==> src/rtl/sync_div_pkg.sv <==
package sync_div_pkg;

  // Effective divide ratio: requests under the floor run at the floor.
  function automatic logic [31:0] eff_ratio(input logic [31:0] req,
                                            input logic [31:0] floor_v);
    return (req < floor_v) ? floor_v : req;
  endfunction

  // Value loaded into a down-counter that reaches zero after ratio ticks.
  function automatic logic [31:0] reload_of(input logic [31:0] ratio);
    return ratio - 32'd1;
  endfunction

endpackage

==> src/rtl/pd_ctrl.sv <==
module pd_ctrl (
  input  logic clk,
  input  logic rst_n,
  input  logic pin_i,
  input  logic soft_i,
  output logic hold_o,
  output logic wake_o
);

  logic hold_q;

  assign hold_o = pin_i | soft_i;

  always_ff @(posedge clk) begin
    if (!rst_n) hold_q <= 1'b1;
    else        hold_q <= hold_o;
  end

  // First cycle in which counting resumes.
  assign wake_o = hold_q & ~hold_o;

endmodule

==> src/rtl/ratio_divider.sv <==
module ratio_divider
  import sync_div_pkg::*;
#(
  parameter int W         = 12,
  parameter int MIN_RATIO = 2
) (
  input  logic         clk,
  input  logic         rst_n,
  input  logic         hold_i,
  input  logic         tick_i,
  input  logic [W-1:0] ratio_i,
  output logic         pulse_o,
  output logic [W-1:0] cnt_o,
  output logic [W-1:0] load_o,
  output logic [W-1:0] active_o,
  output logic         tc_o
);

  localparam logic [31:0] FLOOR = 32'(MIN_RATIO);

  logic [W-1:0] eff;

  assign eff    = W'(eff_ratio(32'(ratio_i), FLOOR));
  assign load_o = W'(reload_of(32'(eff)));
  assign tc_o   = tick_i & ~hold_i & (cnt_o == '0);

  always_ff @(posedge clk) begin
    if (!rst_n || hold_i) begin
      cnt_o    <= load_o;
      active_o <= eff;
      pulse_o  <= 1'b0;
    end else begin
      pulse_o <= tc_o;
      if (tc_o) begin
        cnt_o    <= load_o;
        active_o <= eff;
      end else if (tick_i) begin
        cnt_o <= cnt_o - W'(1);
      end
    end
  end

endmodule

==> src/rtl/sync_ratio_dividers.sv <==
module sync_ratio_dividers #(
  parameter int REF_W    = 12,
  parameter int MAIN_W   = 17,
  parameter int REF_MIN  = 2,
  parameter int MAIN_MIN = 512
) (
  input  logic              clk,
  input  logic              rst_n,
  input  logic              pd_pin_i,
  input  logic              pd_soft_i,
  input  logic              ref_tick_i,
  input  logic              main_tick_i,
  input  logic [REF_W-1:0]  ref_ratio_i,
  input  logic [MAIN_W-1:0] main_ratio_i,
  output logic              ref_pulse_o,
  output logic              main_pulse_o
);

  logic              pd_active;
  logic              wake_evt;
  logic [REF_W-1:0]  ref_cnt, ref_load, ref_active;
  logic [MAIN_W-1:0] main_cnt, main_load, main_active;
  logic              ref_tc, main_tc;

  pd_ctrl pd_i (
    .clk    (clk),
    .rst_n  (rst_n),
    .pin_i  (pd_pin_i),
    .soft_i (pd_soft_i),
    .hold_o (pd_active),
    .wake_o (wake_evt)
  );

  ratio_divider #(.W(REF_W), .MIN_RATIO(REF_MIN)) ref_div_i (
    .clk      (clk),
    .rst_n    (rst_n),
    .hold_i   (pd_active),
    .tick_i   (ref_tick_i),
    .ratio_i  (ref_ratio_i),
    .pulse_o  (ref_pulse_o),
    .cnt_o    (ref_cnt),
    .load_o   (ref_load),
    .active_o (ref_active),
    .tc_o     (ref_tc)
  );

  ratio_divider #(.W(MAIN_W), .MIN_RATIO(MAIN_MIN)) main_div_i (
    .clk      (clk),
    .rst_n    (rst_n),
    .hold_i   (pd_active),
    .tick_i   (main_tick_i),
    .ratio_i  (main_ratio_i),
    .pulse_o  (main_pulse_o),
    .cnt_o    (main_cnt),
    .load_o   (main_load),
    .active_o (main_active),
    .tc_o     (main_tc)
  );

endmodule

==> config.mk <==
export PLATFORM = sky130hd
export DESIGN_NAME = sync_ratio_dividers
export DESIGN_NICKNAME = d
export VERILOG_FILES = /design/src/rtl/sync_div_pkg.sv /design/src/rtl/pd_ctrl.sv /design/src/rtl/ratio_divider.sv /design/src/rtl/sync_ratio_dividers.sv
export SDC_FILE = /design/constraint.sdc
export NUM_CORES = 1
export LEC_CHECK = 0
export BUFFER_PORTS_ARGS = -buffer_cell sky130_fd_sc_hd__buf_2
export CAP_MARGIN = 15
export CELL_PAD_IN_SITES_DETAIL_PLACEMENT = 0
export CELL_PAD_IN_SITES_GLOBAL_PLACEMENT = 1
export CORE_ASPECT_RATIO = 0.5
export CORE_MARGIN = 2
export CORE_UTILIZATION = 44
export CTS_BUF_LIST = sky130_fd_sc_hd__clkbuf_16
export DETAILED_ROUTE_END_ITERATION = 10
export GPL_TIMING_DRIVEN = 0
export PLACE_DENSITY_LB_ADDON = 0.1
export SETUP_SLACK_MARGIN = 0.1
export SYNTH_ARGS = -nofsm -noshare
export SYNTH_HDL_FRONTEND = slang
export SYNTH_HIERARCHICAL = 1
export SYNTH_SLANG_ARGS = --single-unit
==> constraint.sdc <==
create_clock -name clk -period 3 [get_ports clk]
set_clock_uncertainty 0.15 [all_clocks]
set_input_delay 0.3 -clock clk [delete_from_list [all_inputs] [get_ports clk]]
set_output_delay 0.3 -clock clk [all_outputs]
set_load 0.01 [all_outputs]
==> flow_summary.ini <==
[status]
status = finished, final reports clean

[floorplan]
dieArea_um2 = 6390
ios = 37
initial_core_util_pct = 45.7
die_height_um = 57.5
fp.coreArea_um2 = 5520
dieWidth_um = 111
row_count = 19

[placed_design]
dp_hpwl_mm = 4.12
placed_cells = 364
place_ws_ns = -0.202
gp_congestion = 0.827
port_buffers = 36

[pwr]
ir_drop_uv = 238
leakagePower_nw = 1.19
cellPowerDensity_nw_per_um2 = 403

[cells_and_area]
syn_to_final_growth_pct = 24.3
drive_gt1_share_pct = 30.9
antenna_cells = 0
stdcell_count = 380
fin_nets = 345
fillers = 504

[logic_synthesis]
avgSynthCellArea_um2 = 9.88
yosys_warnings = 6
syn_area_um2 = 2520
syn_nets = 294
synthCells = 255

[global_routing]
grt_max_degree = 18
antenna_found_initial = 0
grt_first_pass_wirelength_mm = 9.20
grtUsageTotal_pct = 17.4
grt_pass1_vias = 1966
overflow = 0

[detailed_routing]
routed_via_density = 5.49
first_iter_violations = 94
routedWlPerCell_um = 14.7
route.detailed.drc = 0
vias = 2086
wirelength_mm = 5.57
ant_nets = 0
first_pass_iters = 4

[cts]
hold_buffers = 0
cts_sinks = 31
root_buffer = clkbuf_16
htree_levels = 2
cts_tree = built
max-clock-path-buffers = 2
path_clk_slew_ns = 0.05
insertion_delay_ns = 0.27
numCtsBuffers = 5

[worst_setup_path]
crit_path_end_kind = flip-flop
setup.worst_path.start = main_ratio_i[12]
timing.rr.start = main_div_i/cnt_o[7]
timing.critical_path.fanout_max = 7
rr_worst_depth = 5
worst_ep_arrival_time_ns = 2.70
cp.required_ns = 2.87
crit_type = in -> reg
crit_path_start_kind = input port

[hold_path]
hold_depth = 3
hp-class = in -> reg
min_from = rst_n

[timing]
slew_violations = 0
slew_headroom_pct = 39.5
setup_slack_ns = 0.171
finalHoldViolCount = 0
worstMarginPinSlew_ns = 0.900
fmax_ghz = 0.353
rsz0062_at_grt = true
finalSetupViolCount = 0
period_needed_ns = 2.83
min_period_over_period_pct = 94.3

[flow_run]
max_cap_violations = 0
final cells by class:
cell class	instances	area (um2)	share of cell area, %
multi-input combinational	206	1620	51.8
sequential	31	911	29.1
timing repair buffer	44	262	8.35
clock buffer	5	125	4.00
tap	73	91.3	2.92
buffer	10	77.6	2.48
inverter	8	30.0	0.959
clock inverter	3	12.5	0.400
per-layer routing:
layer	up-vias	global-route usage, %	routed length, um
met2	48	29.8	2440
met3	2	2.98	266
met1	960	24.3	2850
li1	1076	-	-
met5	-	0	0
met4	0	2.12	19
per-stage QoR:
step,total power [mW],TNS (ns),hold slack (ns),area [um2],util [%]
4_1_cts,1.26,0,0.165,2980,54.0
2_1_floorplan,0.708,0,0.291,2540,-
5_1_grt,1.33,0,0.162,3130,56.8
3_5_place_dp,0.789,-0.978,0.444,2820,51.0
6_report,1.26,0,0.164,3130,56.8
3_3_place_gp,0.782,-0.839,0.442,2820,51.0
final timing paths:
| check | slack, ns | endpoint |
|---|---|---|
| hold reg to reg | 0.50 | ref_div_i/pulse_o |
| setup reg to reg | 0.23 | main_div_i/cnt_o[10] |
| setup / recovery | 0.17 | main_div_i/cnt_o[12] |
| hold / removal | 0.16 | ref_div_i/pulse_o |
flip-flops by register name (all words and copies together), names as in the netlist:
| signal | flops |
|---|---|
| main_div_i/pulse_o | 1 |
| main_div_i/cnt_o | 17 |
| ref_div_i/cnt_o | 12 |
| ref_div_i/pulse_o | 1 |
cell usage in the layout (no fill, tap or decap), types with 2 or more instances in the layout:
cell type,n
nand3_1,7
xor2_1,19
nor3_2,2
a21o_1,2
or2_1,2
clkbuf_16,5
o21a_1,2
o31a_1,3
nand2_1,10
o21ai_1,3
buf_2,36
mux2_4,2
nand2b_1,4
o31ai_2,2
clkbuf_1,2
inv_1,10
nand4b_1,2
dfxtp_1,2
a31oi_1,2
mux2_1,8
edfxtp_1,29
nor2_1,21
nor4_1,12
a21oi_1,10
nand4_1,2
mux2i_1,4
o31ai_1,4
buf_6,5
o211ai_1,3
or3_1,9
mux2_2,5
ha_1,2
xnor2_1,12
buf_4,10
nor3b_1,2
nor3_1,13
o21ai_0,3
or4_4,8
worst max-delay path: stages:
cell and delay (ns):
buf_4 0.13, or3_4 0.36, buf_6 0.13, or4_4 0.47
buf_6 0.15, buf_6 0.12, nand2_4 0.05, ha_4 0.16
nand3_4 0.11, buf_12 0.17, o31ai_4 0.16, o31ai_2 0.09
mux2_4 0.28
repair_timing:
action,in CTS,in global routing
setup buffers,2,6
cloned,0,0
endpoints found under the setup margin,2,6
resized for setup,2,28
pin swaps,1,9
power breakdown:
group | internal (mW) | total (mW) | switching, mW
combinational | 0.114 | 0.229 | 0.115
sequential | 0.523 | 0.570 | 0.0469
clock | 0.299 | 0.465 | 0.166
total | 0.935 | 1.26 | 0.328
No activity file was read; power rests on OpenSTA's default activity.
